File: src/rtl/sp_pack_pkg.sv
package sp_pack_pkg;

    typedef enum logic [1:0] {
        CLS_ZERO = 2'd0,
        CLS_NUM  = 2'd1,
        CLS_INF  = 2'd2,
        CLS_NAN  = 2'd3
    } op_class_e;

    typedef enum logic [1:0] {
        RM_NEAREST = 2'd0,
        RM_ZERO    = 2'd1,
        RM_DOWN    = 2'd2,
        RM_UP      = 2'd3
    } rnd_mode_e;

    localparam int FRAC_W     = 23;
    localparam int SIG_W      = FRAC_W + 1;
    localparam int EXPF_W     = 8;
    localparam int EXP_BIAS   = 127;
    localparam int EXPF_TOP   = (1 << EXPF_W) - 1;
    localparam int DENORM_CAP = SIG_W + 2;

    localparam int FLG_INEX  = 0;
    localparam int FLG_UNFL  = 1;
    localparam int FLG_OVFL  = 2;
    localparam int FLG_OPERR = 3;
    localparam int FLG_W     = 4;

    typedef struct packed {
        logic [31:0]      word;
        logic             valid;
        logic [FLG_W-1:0] flags;
    } pack_state_t;

endpackage

File: src/rtl/sp_align.sv
module sp_align
    import sp_pack_pkg::*;
#(
    parameter int MANT_W = 32,
    parameter int SH_W   = 5
) (
    input  logic [MANT_W-1:0] mant,
    input  logic              sticky_in,
    input  logic [SH_W-1:0]   sh,
    output logic [SIG_W-1:0]  sig,
    output logic              guard,
    output logic              rnd,
    output logic              sticky
);
    localparam int W = MANT_W + DENORM_CAP;

    logic [W-1:0] wide;

    always_comb begin
        wide   = {mant, {DENORM_CAP{1'b0}}} >> sh;
        sig    = wide[W-1 -: SIG_W];
        guard  = wide[W-SIG_W-1];
        rnd    = wide[W-SIG_W-2];
        sticky = (|wide[W-SIG_W-3:0]) | sticky_in;
    end
endmodule

File: src/rtl/sp_round_unit.sv
module sp_round_unit
    import sp_pack_pkg::*;
(
    input  logic [1:0] mode,
    input  logic       sign,
    input  logic       lsb,
    input  logic       guard,
    input  logic       rnd,
    input  logic       sticky,
    output logic       inc,
    output logic       inexact
);
    always_comb begin
        inexact = guard | rnd | sticky;
        unique case (rnd_mode_e'(mode))
            RM_NEAREST: inc = guard & (rnd | sticky | lsb);
            RM_ZERO:    inc = 1'b0;
            RM_DOWN:    inc = sign & inexact;
            RM_UP:      inc = ~sign & inexact;
            default:    inc = 1'b0;
        endcase
    end
endmodule

File: src/rtl/sp_ovf_select.sv
module sp_ovf_select
    import sp_pack_pkg::*;
(
    input  logic [1:0] mode,
    input  logic       sign,
    output logic       to_inf
);
    always_comb begin
        unique case (rnd_mode_e'(mode))
            RM_NEAREST: to_inf = 1'b1;
            RM_ZERO:    to_inf = 1'b0;
            RM_UP:      to_inf = ~sign;
            RM_DOWN:    to_inf = sign;
            default:    to_inf = 1'b1;
        endcase
    end
endmodule

File: src/rtl/sp_packer.sv
module sp_packer
    import sp_pack_pkg::*;
#(
    parameter int MANT_W = 32,
    parameter int EXP_W  = 10
) (
    input  logic                    clk,
    input  logic                    rst_n,
    input  logic                    op_start,
    input  logic                    flag_clr,
    input  logic [1:0]              op_class,
    input  logic                    op_sign,
    input  logic signed [EXP_W-1:0] op_exp,
    input  logic [MANT_W-1:0]       op_mant,
    input  logic                    op_sticky,
    input  logic [1:0]              rnd_mode,
    output logic [31:0]             res_word,
    output logic                    res_valid,
    output logic [3:0]              exc_flags
);
    localparam int BE_W = EXP_W + 2;
    localparam int SH_W = $clog2(DENORM_CAP + 1);

    pack_state_t st_d, st_q;

    logic signed [BE_W-1:0] biased_d;
    logic signed [BE_W-1:0] shift_full_d;
    logic signed [BE_W-1:0] exp_fin_d;
    logic                   is_sub_d;
    logic [SH_W-1:0]        sh_d;
    logic [SIG_W-1:0]       sig_d;
    logic                   g_d, r_d, s_d;
    logic                   inc_d, inexact_d, to_inf_d;
    logic [SIG_W:0]         rsig_d;
    logic [FLG_W-1:0]       new_flags_d;
    logic [31:0]            word_d;

    always_comb begin
        biased_d     = $signed({{2{op_exp[EXP_W-1]}}, op_exp}) + $signed(BE_W'(EXP_BIAS));
        is_sub_d     = (biased_d <= $signed(BE_W'(0)));
        shift_full_d = $signed(BE_W'(1)) - biased_d;
        if (!is_sub_d)
            sh_d = '0;
        else if (shift_full_d > $signed(BE_W'(DENORM_CAP)))
            sh_d = SH_W'(DENORM_CAP);
        else
            sh_d = shift_full_d[SH_W-1:0];
    end

    sp_align #(.MANT_W(MANT_W), .SH_W(SH_W)) u_align (
        .mant      (op_mant),
        .sticky_in (op_sticky),
        .sh        (sh_d),
        .sig       (sig_d),
        .guard     (g_d),
        .rnd       (r_d),
        .sticky    (s_d)
    );

    sp_round_unit u_round (
        .mode    (rnd_mode),
        .sign    (op_sign),
        .lsb     (sig_d[0]),
        .guard   (g_d),
        .rnd     (r_d),
        .sticky  (s_d),
        .inc     (inc_d),
        .inexact (inexact_d)
    );

    sp_ovf_select u_ovf (
        .mode   (rnd_mode),
        .sign   (op_sign),
        .to_inf (to_inf_d)
    );

    always_comb begin
        rsig_d      = {1'b0, sig_d} + (SIG_W+1)'(inc_d);
        exp_fin_d   = biased_d + $signed(BE_W'(rsig_d[SIG_W]));
        new_flags_d = '0;
        word_d      = '0;
        unique case (op_class_e'(op_class))
            CLS_ZERO: word_d = {op_sign, 31'd0};
            CLS_INF:  word_d = {op_sign, EXPF_W'(EXPF_TOP), {FRAC_W{1'b0}}};
            CLS_NAN:  word_d = {op_sign, EXPF_W'(EXPF_TOP), op_mant[MANT_W-2 -: FRAC_W]};
            default: begin
                if (is_sub_d) begin
                    new_flags_d[FLG_UNFL] = 1'b1;
                    new_flags_d[FLG_INEX] = inexact_d;
                    word_d = {op_sign, {(EXPF_W-1){1'b0}}, rsig_d[SIG_W-1], rsig_d[FRAC_W-1:0]};
                end else if (exp_fin_d >= $signed(BE_W'(EXPF_TOP))) begin
                    new_flags_d[FLG_OPERR] = 1'b1;
                    new_flags_d[FLG_OVFL]  = 1'b1;
                    new_flags_d[FLG_INEX]  = 1'b1;
                    if (to_inf_d)
                        word_d = {op_sign, EXPF_W'(EXPF_TOP), {FRAC_W{1'b0}}};
                    else
                        word_d = {op_sign, EXPF_W'(EXPF_TOP - 1), {FRAC_W{1'b1}}};
                end else begin
                    new_flags_d[FLG_INEX] = inexact_d;
                    word_d = {op_sign, exp_fin_d[EXPF_W-1:0], rsig_d[FRAC_W-1:0]};
                end
            end
        endcase
    end

    always_comb begin
        st_d       = st_q;
        st_d.valid = op_start;
        if (flag_clr)
            st_d.flags = '0;
        if (op_start) begin
            st_d.word  = word_d;
            st_d.flags = st_d.flags | new_flags_d;
        end
    end

    always_ff @(posedge clk or negedge rst_n) begin
        if (!rst_n)
            st_q <= '0;
        else
            st_q <= st_d;
    end

    assign res_word  = st_q.word;
    assign res_valid = st_q.valid;
    assign exc_flags = st_q.flags;

    assert_valid_follows_start_R11: assert property (@(posedge clk) disable iff (!rst_n)
        op_start |=> res_valid);
    assert_idle_no_valid_R11: assert property (@(posedge clk) disable iff (!rst_n)
        !op_start |=> !res_valid);
    assert_hold_word_R11: assert property (@(posedge clk) disable iff (!rst_n)
        !op_start |=> $stable(res_word));
    assert_flags_hold_R10: assert property (@(posedge clk) disable iff (!rst_n)
        (!op_start && !flag_clr) |=> $stable(exc_flags));
    assert_clear_empties_R10: assert property (@(posedge clk) disable iff (!rst_n)
        (flag_clr && !op_start) |=> (exc_flags == '0));
    assert_ovf_triple_R6: assert property (@(posedge clk) disable iff (!rst_n)
        exc_flags[FLG_OVFL] |-> (exc_flags[FLG_OPERR] && exc_flags[FLG_INEX]));
    assert_nan_exp_R2: assert property (@(posedge clk) disable iff (!rst_n)
        (op_start && op_class == CLS_NAN) |=> (res_word[30:23] == 8'hFF));
    assert_special_no_flag_R1: assert property (@(posedge clk) disable iff (!rst_n)
        (op_start && flag_clr && (op_class == CLS_ZERO || op_class == CLS_INF))
        |=> (exc_flags == '0));
endmodule

File: config.mk
export PLATFORM = sky130hd
export DESIGN_NAME = sp_packer
export DESIGN_NICKNAME = d
export VERILOG_FILES = /design/src/rtl/sp_pack_pkg.sv /design/src/rtl/sp_align.sv /design/src/rtl/sp_round_unit.sv /design/src/rtl/sp_ovf_select.sv /design/src/rtl/sp_packer.sv
export SDC_FILE = /design/constraint.sdc
export NUM_CORES = 1
export LEC_CHECK = 0
export BUFFER_PORTS_ARGS = -buffer_cell sky130_fd_sc_hd__buf_4
export CAP_MARGIN = 25
export CORE_UTILIZATION = 40
export CTS_CLUSTER_DIAMETER = 60
export DETAILED_ROUTE_END_ITERATION = 10
export PLACE_DENSITY = 0.55
export REMOVE_ABC_BUFFERS = 1
export SYNTH_ARGS = -nofsm -noshare
export SYNTH_HDL_FRONTEND = slang
export SYNTH_SLANG_ARGS = --single-unit
File: constraint.sdc
create_clock -name clk -period 1 [get_ports clk]
set_input_delay 0.2 -clock clk [delete_from_list [all_inputs] [get_ports clk]]
set_output_delay 0.2 -clock clk [all_outputs]
set_load 0.05 [all_outputs]
# Yosys cells after proc, flatten, opt, wreduce, memory -nomap -nowiden
# Index checks and enable logic that the tools add are counted.
dict set report classes {
  add_sub_neg 4
  magnitude_cmp 3
  eq_ne 5
  shifts 1
  muxes 16
  n_bitwise 10
  n_reduce_logical 4
}
# op n
set ops {}
lappend ops {{31-bit one-hot mux with 3 select lines} 1}
lappend ops {{31-bit two-way mux} 2}
lappend ops {{58-bit by 5-bit >> shifter with 58-bit output} 1}
lappend ops {{32-bit OR reduction} 1}
lappend ops {{24-bit by 1-bit adder with 25-bit output} 1}
lappend ops {{24-bit two-way mux} 1}
lappend ops {{11-bit by 2-bit adder with 12-bit output} 1}
lappend ops {{12-bit by 9-bit >= comparator with 1-bit output (second input constant)} 1}
lappend ops {{12-bit by 6-bit greater-than comparator with 1-bit output (second input constant)} 1}
lappend ops {{4-bit two-way mux} 3}
lappend ops {{2-bit by 11-bit subtractor with 12-bit output (first input constant)} 1}
lappend ops {{10-bit by 8-bit adder with 11-bit output (second input constant)} 1}
lappend ops {{11-bit by 1-bit less-or-equal comparator with 1-bit output (second input constant)} 1}
lappend ops {{5-bit two-way mux} 2}
lappend ops {{2-bit equality test (second input constant)} 4}
lappend ops {{1-bit one-hot mux with 4 select lines} 2}
lappend ops {{1-bit OR} 5}
lappend ops {{2-bit zero test} 2}
lappend ops {{2-bit two-way mux} 2}
lappend ops {{4-bit OR} 1}
lappend ops {{1-bit bitwise AND} 3}
lappend ops {{1-bit two-way mux} 3}
lappend ops {{3-bit OR reduction} 1}
lappend ops {{2-bit by 1-bit equality test with 1-bit output (second input constant)} 1}
lappend ops {{1-bit inverter} 1}
dict set report word_totals {
  ff_bits 37
  inputBits 52
  output_inout_bits 37
  elab_cells 46
}

# Logic depth before layout (Yosys ltp)
dict set report depth {
  ltp_word 20
  mapped_depth 50
  depth_no_buf 42
}

# Modules after synthesis
# Synthesis repeated with hierarchy kept, for this count alone.
dict set report unflattened {
  cells_unflattened 583
  hier_area_um2 5108.6
}
# mod instances cells_each area_per_inst_um2 seq_area_each_um2
set modules_own_cells {}
lappend modules_own_cells {sp_packer 1 347 3035.4 925.9}
lappend modules_own_cells {sp_align 1 227 2008.2 0.0}
lappend modules_own_cells {sp_round_unit 1 7 42.5 0.0}
lappend modules_own_cells {sp_ovf_select 1 2 22.5 0.0}

# Least setup slack after synthesis
# Ideal clock, no wire load.
dict set report synth_timing {
  kind {input -> register}
  startpoint {in op_exp[0]}
  endpoint {reg st_q (netlist bit res_word[13])}
  setup_time_ps 76
  t_arrival_ps 8511
  t_required_ps 924
  setup_slack_ps -7588
  cell_stages 45
  n_path_buf 7
  cell_sequence {clkbuf_1 -> inv_1 -> ha_1 -> buf_2 -> inv_1 -> ha_1 -> o2bb2ai_1 -> nor4b_1 -> a311o_1 -> a211o_1 -> o22ai_4 -> buf_6 -> buf_4 -> buf_4 -> mux4_2 -> nand2_1 -> nor3_1 -> o211ai_1 -> (+9 left out) -> nand3_1 -> nor3_1 -> ha_1 -> ha_1 -> nand2_1 -> nor3_1 -> a41oi_1 -> a31oi_1 -> mux2i_1 -> a211oi_1 -> a21o_1 -> clkbuf_1 -> or3_1 -> nor2_1 -> clkbuf_1 -> a21oi_1 -> a2bb2oi_1 -> o21ai_1}
}
dict set report synth_via {
  elab_chain_cells 18
  elab_cells_between_ends 23
  classes_between {add/sub (4); order compare (3); shift (1); mux (6); bitwise (8); reduce/logical (1)}
}
# item line
set synth_lines {}
lappend synth_lines {{start, declared} sp_packer.sv:13} ;# input logic signed [EXP_W-1:0] op_exp,
lappend synth_lines {{10-bit by 8-bit adder with 11-bit output *} sp_packer.sv:39} ;# biased_d = $signed({{2{op_exp[EXP_W-1]}}, op_exp}) + $signed(BE_W'(EXP_BIAS));
lappend synth_lines {{2-bit by 11-bit subtractor with 12-bit output} sp_packer.sv:41} ;# shift_full_d = $signed(BE_W'(1)) - biased_d;
lappend synth_lines {{12-bit by 6-bit greater-than comparator with 1-bit output} sp_packer.sv:44} ;# else if (shift_full_d > $signed(BE_W'(DENORM_CAP)))
lappend synth_lines {{5-bit two-way mux} sp_packer.sv:44}
lappend synth_lines {{5-bit two-way mux} sp_packer.sv:42} ;# if (!is_sub_d)
lappend synth_lines {{58-bit by 5-bit >> shifter with 58-bit output} sp_align.sv:20} ;# wide = {mant, {DENORM_CAP{1'b0}}} >> sh;
lappend synth_lines {{32-bit OR reduction} sp_align.sv:24} ;# sticky = (|wide[W-SIG_W-3:0]) | sticky_in;
lappend synth_lines {{1-bit OR} sp_align.sv:24}
lappend synth_lines {{1-bit OR (2 in a row)} sp_round_unit.sv:16} ;# RM_NEAREST: inc = guard & (rnd | sticky | lsb);
lappend synth_lines {{1-bit bitwise AND} sp_round_unit.sv:16}
lappend synth_lines {{1-bit one-hot mux with 4 select lines} sp_round_unit.sv:15} ;# unique case (rnd_mode_e'(mode))
lappend synth_lines {{24-bit by 1-bit adder with 25-bit output} sp_packer.sv:78} ;# rsig_d = {1'b0, sig_d} + (SIG_W+1)'(inc_d);
lappend synth_lines {{11-bit by 2-bit adder with 12-bit output} sp_packer.sv:79} ;# exp_fin_d = biased_d + $signed(BE_W'(rsig_d[SIG_W]));
lappend synth_lines {{12-bit by 9-bit >= comparator with 1-bit output} sp_packer.sv:91} ;# end else if (exp_fin_d >= $signed(BE_W'(EXPF_TOP))) begin
lappend synth_lines {{31-bit two-way mux} sp_packer.sv:91}
lappend synth_lines {{31-bit two-way mux *} sp_packer.sv:87} ;# if (is_sub_d) begin
lappend synth_lines {{31-bit one-hot mux with 3 select lines *} sp_packer.sv:82} ;# unique case (op_class_e'(op_class))
lappend synth_lines {{end signal, assigned} sp_packer.sv:122} ;# st_q <= st_d;
lappend synth_lines {{end, declared} sp_packer.sv:24} ;# pack_state_t st_d, st_q;
# Every way passes the cells marked *; elsewhere a longest branch is shown, timed or not.
# A chain may end at the register's enable or synchronous reset.

# Final worst setup path
dict set report layout_timing {
  startpoint {in op_exp[0]}
  endpoint {reg st_q (netlist bit res_word[8])}
}
# Same word-level chain as after synthesis.

==> impl_metrics.csv <==
group,metric,value,unit
worst_setup_path,critical_path.max_fanout,7,
synth,synth_area,0.005981,mm^2
synth,yosys-top-cells-area,"dfrtp_1, nor2_1, a211oi_1",
synth,ys_types,90,
synth,yosysSeqAreaShare,15.48,%
global_routing,antenna_found_initial,0,
power,switching_share,44.35,%
power,power_frac_clock,15.9,%
sta,hold_slack,100.8,ps
global_routing,overflow,0,
run_status,run_status,"complete, but fails checks",
route,drcViolationCount,0,
route,wl_per_cell,21.79,um
floorplanning,fp.coreArea,0.01453,mm^2
final_layout,final_cell_area,0.01091,mm^2
clock_tree,cts_tree,"yes",
floorplanning,fp-row-count,44,
sta,hold_viol,0,
global_routing,grt_pass1_vias,8982,
placement,placedInstanceArea,0.008979,mm^2
route,drt-pass1-iter-count,6,
flow_run,maxCapViolCount,0,
synth,synth-edff-count,0,
power,p_comb_share,66.7,%
sta,finalSetupViolCount,72,
placement,io_buffer_count,88,
clock_tree,cts_made_buffers,5,
placement,dp_hpwl,22.83,mm
global_routing,grt_usage,38.23,%
hold_path,worstHoldStart,"flag_clr",
worst_setup_path,cp_common_cell,"buf_4",
worst_setup_path,crit_path_start,"op_exp[0]",
sta,period_minus_slack,7989,ps
clock_tree,clock_sinks,37,
worst_setup_path,r2r_start,"res_word[23]",
clock_tree,clk_latency,290,ps
worst_setup_path,startpoint_type,"primary input",
clock_tree,cts-htree-levels,2,
floorplanning,start_util,41.15,%
final_layout,final_cell_mix,"buf_4, nor2_1, buf_6, nand2_1, a21oi_1",
worst_setup_path,critPathSlowestCell,"or4b_4",
synth,yosysTopAreaCellShare,15.48,%
final_layout,n_fill_cell,1076,
synth,syn_area_per_cell,7.241,um^2
floorplanning,die_x,124.3,um
route,vias_per_cell,6.259,
power,p_switching,4.563,mW
power,power_density,942.7,mW/mm^2
route,wl,31.51,mm
floorplanning,io_pins,89,
power,ir_worst_vdd,0.7757,mV
final_layout,area_growth,82.47,%
clock_tree,ctsRootBufferMaster,"clkbuf_16",
sta,slew_violations,0,
route,first_iter_violations,873,
sta,clock_skew,0,ps
sta,rsz0062_at_grt,"true",
route,vias,9050,
sta,worst_pin_slew,626.8,ps
final_layout,stdcell_count,1446,
final_layout,fin_nets,1322,
sta,clock.fmax,125.2,MHz
floorplanning,die_h,124.3,um
power,p_leak,4.732,nW
worst_setup_path,criticalPathCategory,"primary input to flip-flop",
final_layout,diodes,0,
clock_tree,clk_pin_slew_worst_paths,70,ps
placement,placed_cells,1352,
final_layout,layout_commonest_cell,"buf_4",
run_status,violations,"negative setup slack",
sta,setup_ws,-6989,ps
hold_path,holdCritPathClass,"primary input to flip-flop",
worst_setup_path,crit_arrival,8210,ps
synth,ys_ff_latch,37,
synth,synth-main-ff-cell,"dfrtp_1",
synth,yosysTopAreaCell,"dfrtp_1",
worst_setup_path,cpPeakStageDelay,490,ps
route,ant_nets,0,
final_layout,drive_above_1_share,52.38,%
global_routing,grt_pass1_wl,47.44,mm
synth,syn_inst,826,
power,intPower,5.725,mW
worst_setup_path,critPathCaptureType,"flip-flop",
sta,slew_headroom,57.90,%
clock_tree,ctsLongestPathBuffers,2,
sta,finalCritPeriodShare,798.9,%
synth,yosysWarnings,0,
power,seqPwrFrac,17.3,%
floorplanning,die-area,0.01544,mm^2
worst_setup_path,critPathRequiredTime,1220,ps
synth,synth-async-reset-ratio,100.0,%
placement,gp_congestion,0.9747,
global_routing,grt_start_max_net_pins,38,
[area by class of cell]
| class | instances | area, um^2 | area share (%) |
|---|---|---|---|
| Inverter | 31 | 121.4 | 1.112 |
| Multi-Input combinational cell | 693 | 5394 | 49.43 |
| Clock inverter | 3 | 21.27 | 0.1949 |
| Tap cell | 184 | 230.2 | 2.110 |
| Sequential cell | 37 | 925.9 | 8.484 |
| Timing Repair Buffer | 493 | 4095 | 37.53 |
| Clock buffer | 5 | 125.1 | 1.147 |
[cell families after synthesis]
kind of cell    after synthesis  synth area share (%)
simple gates                301                 25.71
fa+ha+maj                     9                 1.883
buf+inv                      96                 7.510
mux                          30                 5.523
xor+xnor                     34                 5.586
flops                        37                 15.48
compound gates              319                 38.31
[critical path, delay by kind of cell]
kind	cells	cell delay [ps]
AOI/OAI and AO/OA	14	2690
buffers and inverters	25	3150
and+or+nand+nor	5	1600
adders and majority gates	3	560
[cells in the mapped netlist, types with 7 or more instances]
cell / n
a221oi_1: 8
inv_1: 30
a2111oi_0: 17
nand4_1: 13
nor4_1: 14
o22ai_1: 7
nor3_1: 33
a211oi_1: 47
xor2_1: 8
mux2i_1: 24
or2_2: 7
a31oi_1: 10
nand2_1: 63
or3_1: 8
o21ai_1: 14
nor2_1: 98
a21oi_1: 67
buf_2: 17
buf_4: 8
o21ai_0: 47
xnor2_1: 22
clkbuf_1: 31
ha_1: 9
o211ai_1: 13
a22oi_1: 9
nand3_1: 17
a22o_1: 7
dfrtp_1: 37
[path summary, 6_finish.rpt]
path | endpoint | slack [ps] | cells past startpoint
max | res_word[8] | -6990 | 47
min | exc_flags[3] | 100 | 2
max reg2reg | res_word[23] | -110 | 5
min reg2reg | res_word[19] | 520 | 2
max in group asynchronous | res_word[24] | 240 | 2
min in group asynchronous | res_word[14] | 420 | 2
[layer usage]
| layer | routed length (um) | share of wire, % | GRT usage, % | vias to the layer above |
|---|---|---|---|---|
| li1 | - | - | - | 4039 |
| met1 | 12020 | 38 | 45.63 | 4300 |
| met2 | 14970 | 48 | 65.58 | 542 |
| met3 | 2353 | 7.5 | 5.069 | 169 |
| met4 | 2166 | 6.9 | 21.97 | 0 |
| met5 | 0 | 0 | 0 | - |
[timing repair]
item | CTS | global route
endpoints found under the setup margin | 72 | 72
gates cloned | 1 | 4
pin swaps | 37 | 36
endpoints found under the hold margin | 37 | 0
hold buffers | 1 | 0
buffers inserted | 56 | 27
resized for setup | 165 | 82
[state kept, by name (all words and copies together), names as in the netlist]
name       flops
res_word      32
res_valid      1
exc_flags      4
[power groups by stage]
stage / combinational [mW] / sequential [mW] / clock [mW]
after global placement: 5.53 / 1.77 / 0
after CTS: 6.20 / 1.77 / 1.63
after detailed placement: 5.58 / 1.77 / 0
after global routing: 7.17 / 1.80 / 1.71
after floorplan: 2.10 / 2.31 / 0
final: 6.87 / 1.78 / 1.64
[through the flow]
| stage | util (%) | TNS, ps | total power [mW] | setup WS (ps) |
|---|---|---|---|---|
| 3_3_place_gp | 61.78 | -245010 | 7.301 | -7373 |
| 5_1_grt | 75.09 | -243100 | 10.68 | -7225 |
| 4_1_cts | 70.39 | -221420 | 9.603 | -6596 |
| 3_5_place_dp | 61.78 | -253800 | 7.355 | -7618 |
| 2_1_floorplan | - | -267600 | 4.410 | -8206 |
| 6_report | 75.09 | -233410 | 10.29 | -6989 |
Note: power is estimated with default switching activity, not from simulation.
